**config.mk**
```make
export PLATFORM = sky130hd
export DESIGN_NAME = amp_serial_ctl
export DESIGN_NICKNAME = d
export VERILOG_FILES = /design/src/rtl/amp_ctl_pkg.sv /design/src/rtl/amp_in_sync.sv /design/src/rtl/amp_ser_shift.sv /design/src/rtl/amp_ctl_hold.sv /design/src/rtl/amp_serial_ctl.sv
export SDC_FILE = /design/constraint.sdc
export NUM_CORES = 1
export LEC_CHECK = 0
export ABC_AREA = 1
export CORE_MARGIN = 2
export CORE_UTILIZATION = 40
export DETAILED_ROUTE_END_ITERATION = 10
export MAX_ROUTING_LAYER = met4
export PLACE_DENSITY = 0.73
export SLEW_MARGIN = 20
export SYNTH_ARGS = -nofsm -noshare
export SYNTH_HDL_FRONTEND = slang
export SYNTH_SLANG_ARGS = --single-unit
```
**constraint.sdc**
```tcl
create_clock -name clk -period 4.15 [get_ports clk]
set_input_delay 0.6225 -clock clk [delete_from_list [all_inputs] [get_ports clk]]
set_output_delay 0.6225 -clock clk [all_outputs]
set_load 0.05 [all_outputs]
```
**src/rtl/amp_ctl_pkg.sv**
```systemverilog
package amp_ctl_pkg;

    localparam int WORD_W  = 8;
    localparam int MODE_W  = 3;
    localparam int VOL_W   = 5;
    localparam int SRC_W   = 3;
    localparam int NUM_OUT = 3;
    localparam int GAIN_W  = 8;
    localparam int CNT_W   = $clog2(WORD_W + 1);
    localparam int HDB_STEP   = 3;
    localparam int HDB_OFFSET = 81;

    localparam logic [VOL_W-1:0] VOL_RESET = VOL_W'(27);

    // source bit positions inside a source field
    localparam int SRC_PHONE = 2;
    localparam int SRC_RIGHT = 1;
    localparam int SRC_LEFT  = 0;

    typedef logic [SRC_W-1:0] src_sel_t;

    typedef enum logic [MODE_W-1:0] {
        MODE_OFF        = 3'd0,
        MODE_PH_SPK     = 3'd1,
        MODE_PH_HP      = 3'd2,
        MODE_ST_SPK     = 3'd3,
        MODE_ST_HP      = 3'd4,
        MODE_ALL_SPK    = 3'd5,
        MODE_MIX_ALL    = 3'd6,
        MODE_PH_SPK_MIX = 3'd7
    } out_mode_e;

    typedef struct packed {
        logic [VOL_W-1:0] vol;
        out_mode_e        mode;
    } ctl_word_t;

    typedef struct packed {
        src_sel_t spk;
        src_sel_t rgt;
        src_sel_t lft;
    } route_t;

    localparam src_sel_t S_P = src_sel_t'(1 << SRC_PHONE);
    localparam src_sel_t S_R = src_sel_t'(1 << SRC_RIGHT);
    localparam src_sel_t S_L = src_sel_t'(1 << SRC_LEFT);
    localparam src_sel_t S_0 = '0;

    function automatic route_t decode_mode(input out_mode_e m);
        route_t r;
        case (m)
            MODE_OFF:        r = '{spk: S_0,             rgt: S_0,       lft: S_0};
            MODE_PH_SPK:     r = '{spk: S_P,             rgt: S_0,       lft: S_0};
            MODE_PH_HP:      r = '{spk: S_0,             rgt: S_P,       lft: S_P};
            MODE_ST_SPK:     r = '{spk: S_R | S_L,       rgt: S_0,       lft: S_0};
            MODE_ST_HP:      r = '{spk: S_0,             rgt: S_R,       lft: S_L};
            MODE_ALL_SPK:    r = '{spk: S_P | S_R | S_L, rgt: S_0,       lft: S_0};
            MODE_MIX_ALL:    r = '{spk: S_R | S_P,       rgt: S_R | S_P, lft: S_L | S_P};
            MODE_PH_SPK_MIX: r = '{spk: S_P,             rgt: S_R | S_P, lft: S_L | S_P};
            default:         r = '{spk: S_0,             rgt: S_0,       lft: S_0};
        endcase
        return r;
    endfunction

    function automatic logic signed [GAIN_W-1:0] vol_to_hdb(input logic [VOL_W-1:0] v);
        int g;
        g = HDB_STEP * int'(v) - HDB_OFFSET;
        return GAIN_W'(g);
    endfunction

endpackage

```
**src/rtl/amp_in_sync.sv**
```systemverilog
module amp_in_sync #(
    parameter int W      = 3,
    parameter int STAGES = 2
) (
    input  logic         clk,
    input  logic         rst,
    input  logic [W-1:0] din,
    output logic [W-1:0] dout
);
    logic [W-1:0] stg [STAGES];

    for (genvar i = 0; i < STAGES; i++) begin : g_stage
        if (i == 0) begin : g_first
            always_ff @(posedge clk) begin
                if (rst) stg[0] <= '0;
                else     stg[0] <= din;
            end
        end else begin : g_next
            always_ff @(posedge clk) begin
                if (rst) stg[i] <= '0;
                else     stg[i] <= stg[i-1];
            end
        end
    end

    assign dout = stg[STAGES-1];
endmodule

```
**src/rtl/amp_ser_shift.sv**
```systemverilog
module amp_ser_shift
    import amp_ctl_pkg::*;
(
    input  logic              clk,
    input  logic              rst,
    input  logic              en_s,
    input  logic              sck_s,
    input  logic              dat_s,
    output logic              commit,
    output logic [WORD_W-1:0] word
);
    logic             en_d;
    logic             sck_d;
    logic [CNT_W-1:0] cnt;
    logic [WORD_W-1:0] sh;
    logic             en_rise;
    logic             en_fall;
    logic             sck_rise;
    logic             full;

    assign en_rise  = en_s & ~en_d;
    assign en_fall  = ~en_s & en_d;
    assign sck_rise = sck_s & ~sck_d;
    assign full     = (cnt == CNT_W'(WORD_W));

    always_ff @(posedge clk) begin
        if (rst) begin
            en_d  <= 1'b0;
            sck_d <= 1'b0;
            cnt   <= '0;
            sh    <= '0;
        end else begin
            en_d  <= en_s;
            sck_d <= sck_s;
            if (en_rise) begin
                cnt <= '0;
                sh  <= '0;
            end else if (en_s && sck_rise && !full) begin
                sh  <= {dat_s, sh[WORD_W-1:1]};
                cnt <= cnt + CNT_W'(1);
            end
        end
    end

    assign commit = en_fall & full;
    assign word   = sh;
endmodule

```
**src/rtl/amp_ctl_hold.sv**
```systemverilog
module amp_ctl_hold
    import amp_ctl_pkg::*;
(
    input  logic                     clk,
    input  logic                     rst,
    input  logic                     commit,
    input  logic [WORD_W-1:0]        word,
    output ctl_word_t                held,
    output logic                     pulse,
    output route_t                   route,
    output logic signed [GAIN_W-1:0] gain
);
    always_ff @(posedge clk) begin
        if (rst) begin
            held  <= '{vol: VOL_RESET, mode: MODE_OFF};
            pulse <= 1'b0;
        end else begin
            pulse <= commit;
            if (commit) held <= ctl_word_t'(word);
        end
    end

    assign route = decode_mode(held.mode);
    assign gain  = vol_to_hdb(held.vol);
endmodule

```
**src/rtl/amp_serial_ctl.sv**
```systemverilog
module amp_serial_ctl
    import amp_ctl_pkg::*;
#(
    parameter int SYNC_STAGES = 2
) (
    input  logic                     clk,
    input  logic                     rst,
    input  logic                     ser_en,
    input  logic                     ser_clk,
    input  logic                     ser_dat,
    output logic [MODE_W-1:0]        out_mode,
    output logic [VOL_W-1:0]         vol_code,
    output logic signed [GAIN_W-1:0] gain_hdb,
    output logic [SRC_W-1:0]         spk_src,
    output logic [SRC_W-1:0]         rgt_src,
    output logic [SRC_W-1:0]         lft_src,
    output logic                     spk_off,
    output logic                     rgt_off,
    output logic                     lft_off,
    output logic                     word_loaded
);
    localparam int IN_W = 3;

    logic [IN_W-1:0]   raw_in;
    logic [IN_W-1:0]   syn_in;
    logic              commit;
    logic [WORD_W-1:0] word;
    ctl_word_t         held;
    route_t            route;
    src_sel_t          src  [NUM_OUT];
    logic [NUM_OUT-1:0] off;

    assign raw_in = {ser_en, ser_clk, ser_dat};

    amp_in_sync #(.W(IN_W), .STAGES(SYNC_STAGES)) u_sync (
        .clk  (clk),
        .rst  (rst),
        .din  (raw_in),
        .dout (syn_in)
    );

    amp_ser_shift u_shift (
        .clk    (clk),
        .rst    (rst),
        .en_s   (syn_in[2]),
        .sck_s  (syn_in[1]),
        .dat_s  (syn_in[0]),
        .commit (commit),
        .word   (word)
    );

    amp_ctl_hold u_hold (
        .clk    (clk),
        .rst    (rst),
        .commit (commit),
        .word   (word),
        .held   (held),
        .pulse  (word_loaded),
        .route  (route),
        .gain   (gain_hdb)
    );

    assign src[2] = route.spk;
    assign src[1] = route.rgt;
    assign src[0] = route.lft;

    for (genvar i = 0; i < NUM_OUT; i++) begin : g_off
        assign off[i] = (src[i] == '0);
    end

    assign out_mode = held.mode;
    assign vol_code = held.vol;
    assign spk_src  = src[2];
    assign rgt_src  = src[1];
    assign lft_src  = src[0];
    assign spk_off  = off[2];
    assign rgt_off  = off[1];
    assign lft_off  = off[0];
endmodule

```
==> Word-level counts from Yosys, hierarchy flattened <==
Memories as Yosys holds them, arrays and structs flattened. A register that Yosys moved wholly into a read port is not among the register bits.
Cells that the tools add are included.
{ "totals": {"mem_bits_ro": 56, "ff_bits": 23, "ramBits": 6, "n_memories": 2, "word_cells": 36, "input_bits": 5} }
{ "classes": {"bitwise": 9, "n_reduce_logical": 7, "eq_ne": 1, "n_mux": 7, "multipliers": 1, "n_addsub": 2} }
{ "mem_list": {"columns": ["memory", "words", "width", "read_ports", "rd_clocked_by_memory_dff", "write_ports", "line_no", "source"], "rows": [
  ["(name not given)", 8, 7, 1, 1, 0, "amp_ctl_pkg.sv:51", "case (m)"],
  ["u_sync.stg", 2, 3, 2, 0, 2, "amp_in_sync.sv:10", "logic [W-1:0] stg [STAGES];"]
]} }
{ "ops": {"columns": ["op", "n"], "rows": [
  ["$mux W3", 4],
  ["$logic_not A3 Y1", 3],
  ["$sub A8 B8 Y8 const B", 1],
  ["$mul A2 B5 Y7 const A", 1],
  ["$add A4 B1 Y4 const B", 1],
  ["$and A1 B1 Y1", 4],
  ["$eq A4 B4 Y1 const B", 1],
  ["$mux W1", 3],
  ["$not A1 Y1", 3],
  ["$logic_and A1 B1 Y1", 2],
  ["$or A1 B1 Y1", 2],
  ["$reduce_or A2 Y1", 1],
  ["$logic_not A1 Y1", 1]
]} }

==> Logic depth before layout (Yosys ltp) <==
Gate-level depths: netlist of the first run.
An unclocked memory read counts as a cell.
{ "logic_depth": {"word_depth": 6, "mapped_depth": 12} }

==> Modules after synthesis <==
A second synthesis of the first run with hierarchy kept.
{ "unflattened": {"cells_unflattened": 227, "hier_area_um2": 1732.9} }
{ "modules_own_cells": {"columns": ["module", "area_per_inst_um2", "n_inst", "cells_per_inst", "seq_area_each_um2"], "rows": [
  ["amp_ctl_hold", 894.6, 1, 117, 280.3],
  ["amp_ser_shift", 620.6, 1, 80, 280.3],
  ["amp_in_sync", 165.2, 1, 18, 120.1],
  ["amp_serial_ctl", 52.6, 1, 12, 0.0]
]} }

==> Worst setup path after synthesis of the first run <==
OpenSTA, ideal clock, no wires.
{ "synth_timing": {"kind": "register to output", "from": "register, netlist name u_hold.held[3]", "to": "output gain_hdb[3]", "required_ns": 3.527, "setup_slack_ns": 1.035, "path_buffers": 0, "arrival_ns": 2.492, "stages_incl_launch_ff": 6, "cell_sequence": "dfxtp_1 > inv_1 > ha_1 > or2_2 > nor2_1 > xnor2_1"} }
{ "synth_between": {"elab_chain_cells": 2} }
{ "synth_lines": {"columns": ["item", "line_no", "source"], "rows": [
  ["$mul A2 B5 Y7", "amp_ctl_pkg.sv:67", "g = HDB_STEP * int'(v) - HDB_OFFSET;"],
  ["$sub A8 B8 Y8", "amp_ctl_pkg.sv:67", null],
  ["end, declared", "amp_serial_ctl.sv:13", "output logic signed [GAIN_W-1:0] gain_hdb,"]
]} }
No other way between the ends.

==> Worst setup path after layout of the first run <==
{ "layout_timing": {"from": "register, netlist name u_hold.held[3]", "to": "output gain_hdb[6]"} }
{ "layout_between": {"elab_chain_cells": 2} }
{ "layout_lines": {"columns": ["item", "line_no"], "rows": [
  ["$mul A2 B5 Y7", "amp_ctl_pkg.sv:67"],
  ["$sub A8 B8 Y8", "amp_ctl_pkg.sv:67"]
]} }
No other way between the ends.

==> flow_metrics.env, run 1 <==
export IMPL_drive_gt1_share_pct=6.91
export IMPL_setup_worst_path_start="u_hold.held[3]"
export IMPL_final_cell_area_um2=2060
export IMPL_cts_sink_count=34
export IMPL_drt_pass1_iterations=4
export IMPL_place_ws_ns=1.14
export IMPL_min_to="u_sync.stg[1][1]"
export IMPL_synth_commonest_cells="38 x nand2_1, 37 x inv_1, 34 x dfxtp_1"
export IMPL_tightest_slew_ns=0.619
export IMPL_post_dp_cell_area_um2=1980
export IMPL_ys_ff_latch=34
export IMPL_p_sw_mw=0.128
export IMPL_fp_coreArea_um2=4000
export IMPL_relSlewSlack_pct=58.6
export IMPL_die_h_um=68.6
export IMPL_die_w_um=68.6
export IMPL_yosys_area_share_adder_pct=10.9
export IMPL_hold_buffers=0
export IMPL_wire_per_inst_um=9.45
export IMPL_gp_congestion=0.730
export IMPL_min_period_ns=3.30
export IMPL_r2r_end="u_hold.route[7]"
export IMPL_synth_top_family_by_area="simple AND/OR/NAND/NOR gates"
export IMPL_vias=1322
export IMPL_clkLatencyLatePin_ns=0.28
export IMPL_yosys_cell_count_top_type="nand2_1"
export IMPL_nets=265
export IMPL_fin_crit_sh_pct=79.6
export IMPL_vias_per_cell=4.47
export IMPL_clock_skew_ns=0.00756
export IMPL_grt_pass1_vias=1165
export IMPL_cts_tree="done"
export IMPL_synth_area_leaders="dfxtp_1 41%, ha_1 9.7%, nand2_1 8.5%"
export IMPL_finalSetupViolCount=0
export IMPL_slowest_delay_ns=0.79
export IMPL_ys_warn_count=0
export IMPL_path_class="reg2out"
export IMPL_yosysTopAreaCell="dfxtp_1"
export IMPL_cts_setup_buffers=0
export IMPL_reg2regPathDepth=10
export IMPL_num_rows=23
export IMPL_cts_clk_slew_worst_paths_ns=0.07
export IMPL_syn_mean_instance_area_um2=7.73
export IMPL_ys_seq_area_share_pct=40.7
export IMPL_hold_start="u_sync.stg[0][1]"
export IMPL_setup_slack_ns=0.849
export IMPL_n_antenna_cell=0
export IMPL_p_seq_share_pct=57.3
export IMPL_async_flop_share_pct=0
export IMPL_cts_buffers=5
export IMPL_synth_ff_type="dfxtp_1"
export IMPL_worstPathArrival_ns=2.68
export IMPL_drt_wl_total_um=2800
export IMPL_setup_tns_ns=0
export IMPL_synth_cell_type_count=28
export IMPL_pwr_share_comb_pct=3.7
export IMPL_synth_xor_area_share_pct=2.10
export IMPL_irDropWorstVdd_mv=0.246
export IMPL_area_growth_pct=23.6
export IMPL_drc=0
export IMPL_post_synth_top_area_fraction_pct=40.7
export IMPL_ctsResizeCount=0
export IMPL_crit_fanout=7
export IMPL_cts_root_buf="clkbuf_8"
export IMPL_status="finished clean"
export IMPL_intPower_mw=0.452
export IMPL_antenna_found_initial=0
export IMPL_dp_hpwl_um=2160
export IMPL_dieArea_um2=4710
export IMPL_syn_cell_area_um2=1670
export IMPL_critPathTopFamily="buffers and inverters"
export IMPL_grt_usage_pct=14.2
export IMPL_regArea_um2=681
export IMPL_endpoint_kind="output pin"
export IMPL_timing_max_cap_violations=0
export IMPL_grt_max_degree=20
export IMPL_powerDensity_nw_per_um2=281
export IMPL_start_util_pct=41.8
export IMPL_htree_levels=2
export IMPL_rrSetupSlack_ns=2.21
export IMPL_multi_input_area_um2=779
export IMPL_hold_depth=2
export IMPL_crit_buf_inv=2
export IMPL_timing_hold_violations_final=0
export IMPL_cp_required_ns=3.53
export IMPL_post_route_util_pct=51.6
export IMPL_p_leak_nw=0.935
export IMPL_p_clk_share_pct=39.0
export IMPL_synth_compound_area_share_pct=10.2
export IMPL_synth_mux_area_share_pct=0
export IMPL_grt_pass1_wl_um=4800
export IMPL_postRouteAntennaNets=0
export IMPL_worstReg2RegStart="u_shift.cnt[0]"
export IMPL_grt_setup_unrepaired="false"
export IMPL_crit_slowest_cell="clkdlybuf4s50_1"
export IMPL_hold_path_class="reg2reg"
export IMPL_initialDrtViolationCount=57
export IMPL_place_port_buffers=31
export IMPL_startpoint_type="flip-flop"
export IMPL_path_cells="ha_1 -> fa_1 -> inv_1 -> nand2_1 -> nand2_1 -> nand3_1 -> nand3_1 -> nand3_1 -> nand2_1 -> clkdlybuf4s50_1"
export IMPL_synth_edf_count=0
export IMPL_grt_overflow=0
export IMPL_switching_share_pct=22.0
export IMPL_clock_fmax_ghz=0.303
export IMPL_clock_path_buffers=2
export IMPL_fillers=385
export IMPL_synthCells=216
export IMPL_synth_simple_area_share_pct=23.0
export IMPL_maxSlewViolCount=0
export IMPL_ios=34
-- state kept, by name, indices dropped and copies added (netlist names) --
signal,cells
u_hold.held,8
u_sync.stg,6
u_hold.pulse,1
u_hold.route,5
u_shift.word,8
u_shift.sck_d,1
u_shift.cnt,4
u_shift.en_d,1
-- how the worst max path moves through the flow --
stage | to | slack, ns | depth (start not counted)
finish | gain_hdb[6] | 0.85 | 10
global route | gain_hdb[6] | 0.64 | 10
CTS | gain_hdb[6] | 0.83 | 10
detailed placement | gain_hdb[6] | 1.14 | 10
global placement | gain_hdb[6] | 1.18 | 10
floorplan | gain_hdb[3] | 1.04 | 5
-- cell type report --
| class | count | area share (%) |
|---|---|---|
| tap | 50 | 3.03 |
| timing repair buffer | 31 | 15.0 |
| clock inverter | 1 | 0.364 |
| sequential | 34 | 33.0 |
| inverter | 40 | 7.33 |
| clock buffer | 6 | 3.52 |
| multi-input combinational | 134 | 37.8 |
-- worst register-to-register path, delay by kind of cell (launching register included) --
family                   cells  cell delay, ns
AO/OA/AOI/OAI                1            0.19
adder cells (fa/ha/maj)      2            0.52
buffers and inverters        2            0.17
flip-flops                   1            0.37
AND/OR/NAND/NOR              5            0.60
-- layout by cell type (no fill, tap or decap), types with 2 or more instances in the layout --
cell type,instances
nand4_1,2
clkbuf_8,5
dfxtp_1,34
nand3_2,2
o21ai_0,14
inv_1,37
nand2_1,38
ha_1,13
conb_1,2
inv_2,2
xnor2_1,3
nor2_1,14
a21oi_1,20
clkdlybuf4s50_1,31
nand3_1,16
-- per-layer routing --
layer  GRT usage, %  part of all wire (%)
met1           15.7                    46
met2           22.8                    46
met3           4.55                   5.4
met4           7.25                   2.1
met5              -                     0
-- power by group through the flow --
stage | sequential [mW] | combinational (mW) | clock, mW
6_report | 0.332 | 0.0216 | 0.226
3_3_place_gp | 0.339 | 0.0212 | 0
3_5_place_dp | 0.340 | 0.0218 | 0
2_1_floorplan | 0.339 | 0.0174 | 0
4_1_cts | 0.332 | 0.0219 | 0.232
5_1_grt | 0.332 | 0.0247 | 0.248
-- stage by stage --
stage                     total power, mW  hold WS (ns)  std cells
after floorplan                     0.356         0.388        217
after global placement              0.360         0.389        289
after detailed placement            0.361         0.405        289
after CTS                           0.586         0.414        296
after global routing                0.605         0.424        296
final                               0.580         0.411        296
-- cells by family after synthesis --
logic type / count (synthesis)
compound gates: 34
xor+xnor: 4
fa+ha+maj: 14
buf+inv: 49
flops: 34
other cells: 1
simple gates: 80
Power figures use the tool's default switching activity.
==> run 2: changes to the inputs <==
- PLACE_DENSITY: 0.73 -> 0.75
- clock period: 4.15 -> 2.91 ns (I/O delays scaled with it)
==> run 2 against run 1 <==
Net effect:
- combinational power grew 48%
- sequential cell count did not move
- wire length rose by 3.3%
- register-to-register slack got worse by 1.2 ns
- global-route usage down 0.21 points
- sequential share of layout area decreased by 0.30 points
- clock skew is 0.0041 ns lower
- first-iteration DRC count fell by 11%
- total power increased by 48%
- highest routed layer unchanged
==> flow_metrics.env, run 2 (synthesis gave the netlist of run 1 again) <==
export IMPL_grt_pass1_vias=1183
export IMPL_dieArea_um2=4710
export IMPL_timing_max_cap_violations=0
export IMPL_clkLatencyLatePin_ns=0.28
export IMPL_finalSetupViolCount=0
export IMPL_drt_wl_total_um=2890
export IMPL_die_w_um=68.6
export IMPL_vias_per_cell=4.51
export IMPL_status="finished clean"
export IMPL_fp_coreArea_um2=4000
export IMPL_nets=266
export IMPL_num_rows=23
export IMPL_grt_max_degree=20
export IMPL_ios=34
export IMPL_cts_clk_slew_worst_paths_ns=0.06
export IMPL_layout_common_cells="38 x nand2_1, 37 x inv_1, 34 x dfxtp_1"
export IMPL_cts_buffers=5
export IMPL_min_period_ns=2.69
export IMPL_path_class="reg2out"
export IMPL_clock_skew_ns=0.00346
export IMPL_cts_sink_count=34
export IMPL_drc=0
export IMPL_fin_hold_ws_ns=0.403
export IMPL_htree_levels=2
export IMPL_cts_tree="done"
export IMPL_antenna_found_initial=0
export IMPL_relSlewSlack_pct=63.8
export IMPL_endpoint_kind="output pin"
export IMPL_grt_usage_pct=14.0
export IMPL_startpoint_type="flip-flop"
export IMPL_area_growth_pct=24.7
export IMPL_p_leak_nw=0.964
export IMPL_vias=1343
export IMPL_grt_setup_unrepaired="false"
export IMPL_min_to="u_sync.stg[1][1]"
export IMPL_ctsResizeCount=0
export IMPL_rrSetupSlack_ns=1.01
export IMPL_grt_overflow=0
export IMPL_clock_fmax_ghz=0.372
export IMPL_powerDensity_nw_per_um2=411
export IMPL_postRouteAntennaNets=0
export IMPL_wire_per_inst_um=9.70
export IMPL_place_port_buffers=31
export IMPL_r2r_end="u_hold.route[7]"
export IMPL_cp_required_ns=2.47
export IMPL_dp_hpwl_um=2190
export IMPL_clock_path_buffers=2
export IMPL_hold_depth=2
export IMPL_drt_pass1_iterations=4
export IMPL_n_antenna_cell=0
export IMPL_hold_buffers=0
export IMPL_drive_gt1_share_pct=9.68
export IMPL_irDropWorstVdd_mv=0.312
export IMPL_fillers=394
export IMPL_p_total_mw=0.856
export IMPL_fin_crit_sh_pct=92.4
export IMPL_timing_hold_violations_final=0
export IMPL_hold_start="u_sync.stg[0][1]"
export IMPL_cts_setup_buffers=0
export IMPL_worstReg2RegStart="u_shift.cnt[0]"
export IMPL_reg2regPathDepth=10
export IMPL_gp_congestion=0.732
export IMPL_hold_path_class="reg2reg"
export IMPL_cts_root_buf="clkbuf_8"
export IMPL_crit_fanout=7
export IMPL_maxSlewViolCount=0
export IMPL_tightest_slew_ns=0.542
export IMPL_die_h_um=68.6
export IMPL_grt_pass1_wl_um=4770
export IMPL_start_util_pct=41.8
export IMPL_layout_cells_most_common="nand2_1"
export IMPL_worstPathArrival_ns=2.25
export IMPL_initialDrtViolationCount=51
-- run 2: cell count changes in the layout (fill, tap and decap cells not counted), sizes merged --
cell / previous run / this run
buf: 0 / 6
clkdlybuf4s50: 31 / 26
clkbuf: 6 / 7
clkinv: 1 / 2
clkinvlp: 1 / 0
-- run 2: report_power, final --
group	internal [mW]	switching, mW
logic	0.0105	0.0216
clock network	0.191	0.160
registers	0.471	0.00226
-- run 2: how the worst max path moves through the flow --
| stage | start | end | slack (ns) | cells after the start |
|---|---|---|---|---|
| 5_1_grt | u_hold.held[3] | gain_hdb[1] | 0.12 | 5 |
| 6_report | u_hold.held[3] | gain_hdb[1] | 0.22 | 5 |
| 3_5_place_dp | u_hold.held[3] | gain_hdb[1] | 0.52 | 5 |
| 4_1_cts | u_hold.held[3] | gain_hdb[1] | 0.20 | 5 |
| 2_1_floorplan | u_hold.held[3] | gain_hdb[3] | -0.02 | 5 |
| 3_3_place_gp | u_hold.held[3] | gain_hdb[1] | 0.55 | 5 |
-- run 2: through the flow --
stage | setup slack [ns] | TNS, ns | instance area, um2 | instances | utilization, %
finish | 0.222 | 0 | 2080 | 298 | 52.1
global route | 0.118 | 0 | 2080 | 298 | 52.1
CTS | 0.202 | 0 | 2080 | 298 | 52.1
detailed placement | 0.517 | 0 | 1990 | 290 | 49.8
global placement | 0.554 | 0 | 1990 | 290 | 49.8
floorplan | -0.0187 | -0.0187 | 1670 | 217 | -
-- run 2: final cells by class --
class,count,area (um2),share of cell area (%)
Clock buffer,7,86.3,4.14
Clock inverter,1,5.00,0.240
Inverter,40,151,7.27
Multi-Input combinational cell,134,779,37.4
Sequential cell,34,681,32.7
Tap cell,50,62.6,3.00
Timing Repair Buffer,32,318,15.3
-- run 2: layer usage --
metal / vias to the layer above / track usage, % / part of all wire [%]
met4: 0 / 6.00 / 1.8
met1: 577 / 15.8 / 47
met5: - / - / 0
li1: 732 / - / -
met3: 5 / 4.38 / 5.0
met2: 29 / 22.7 / 46
-- run 2: critical path, stage by stage, from the launching register on --
cell and delay, ns:
dfxtp_1 0.44, inv_1 0.09, ha_1 0.31, or2_2 0.28, nand2_1 0.06, clkdlybuf4s50_1 0.79
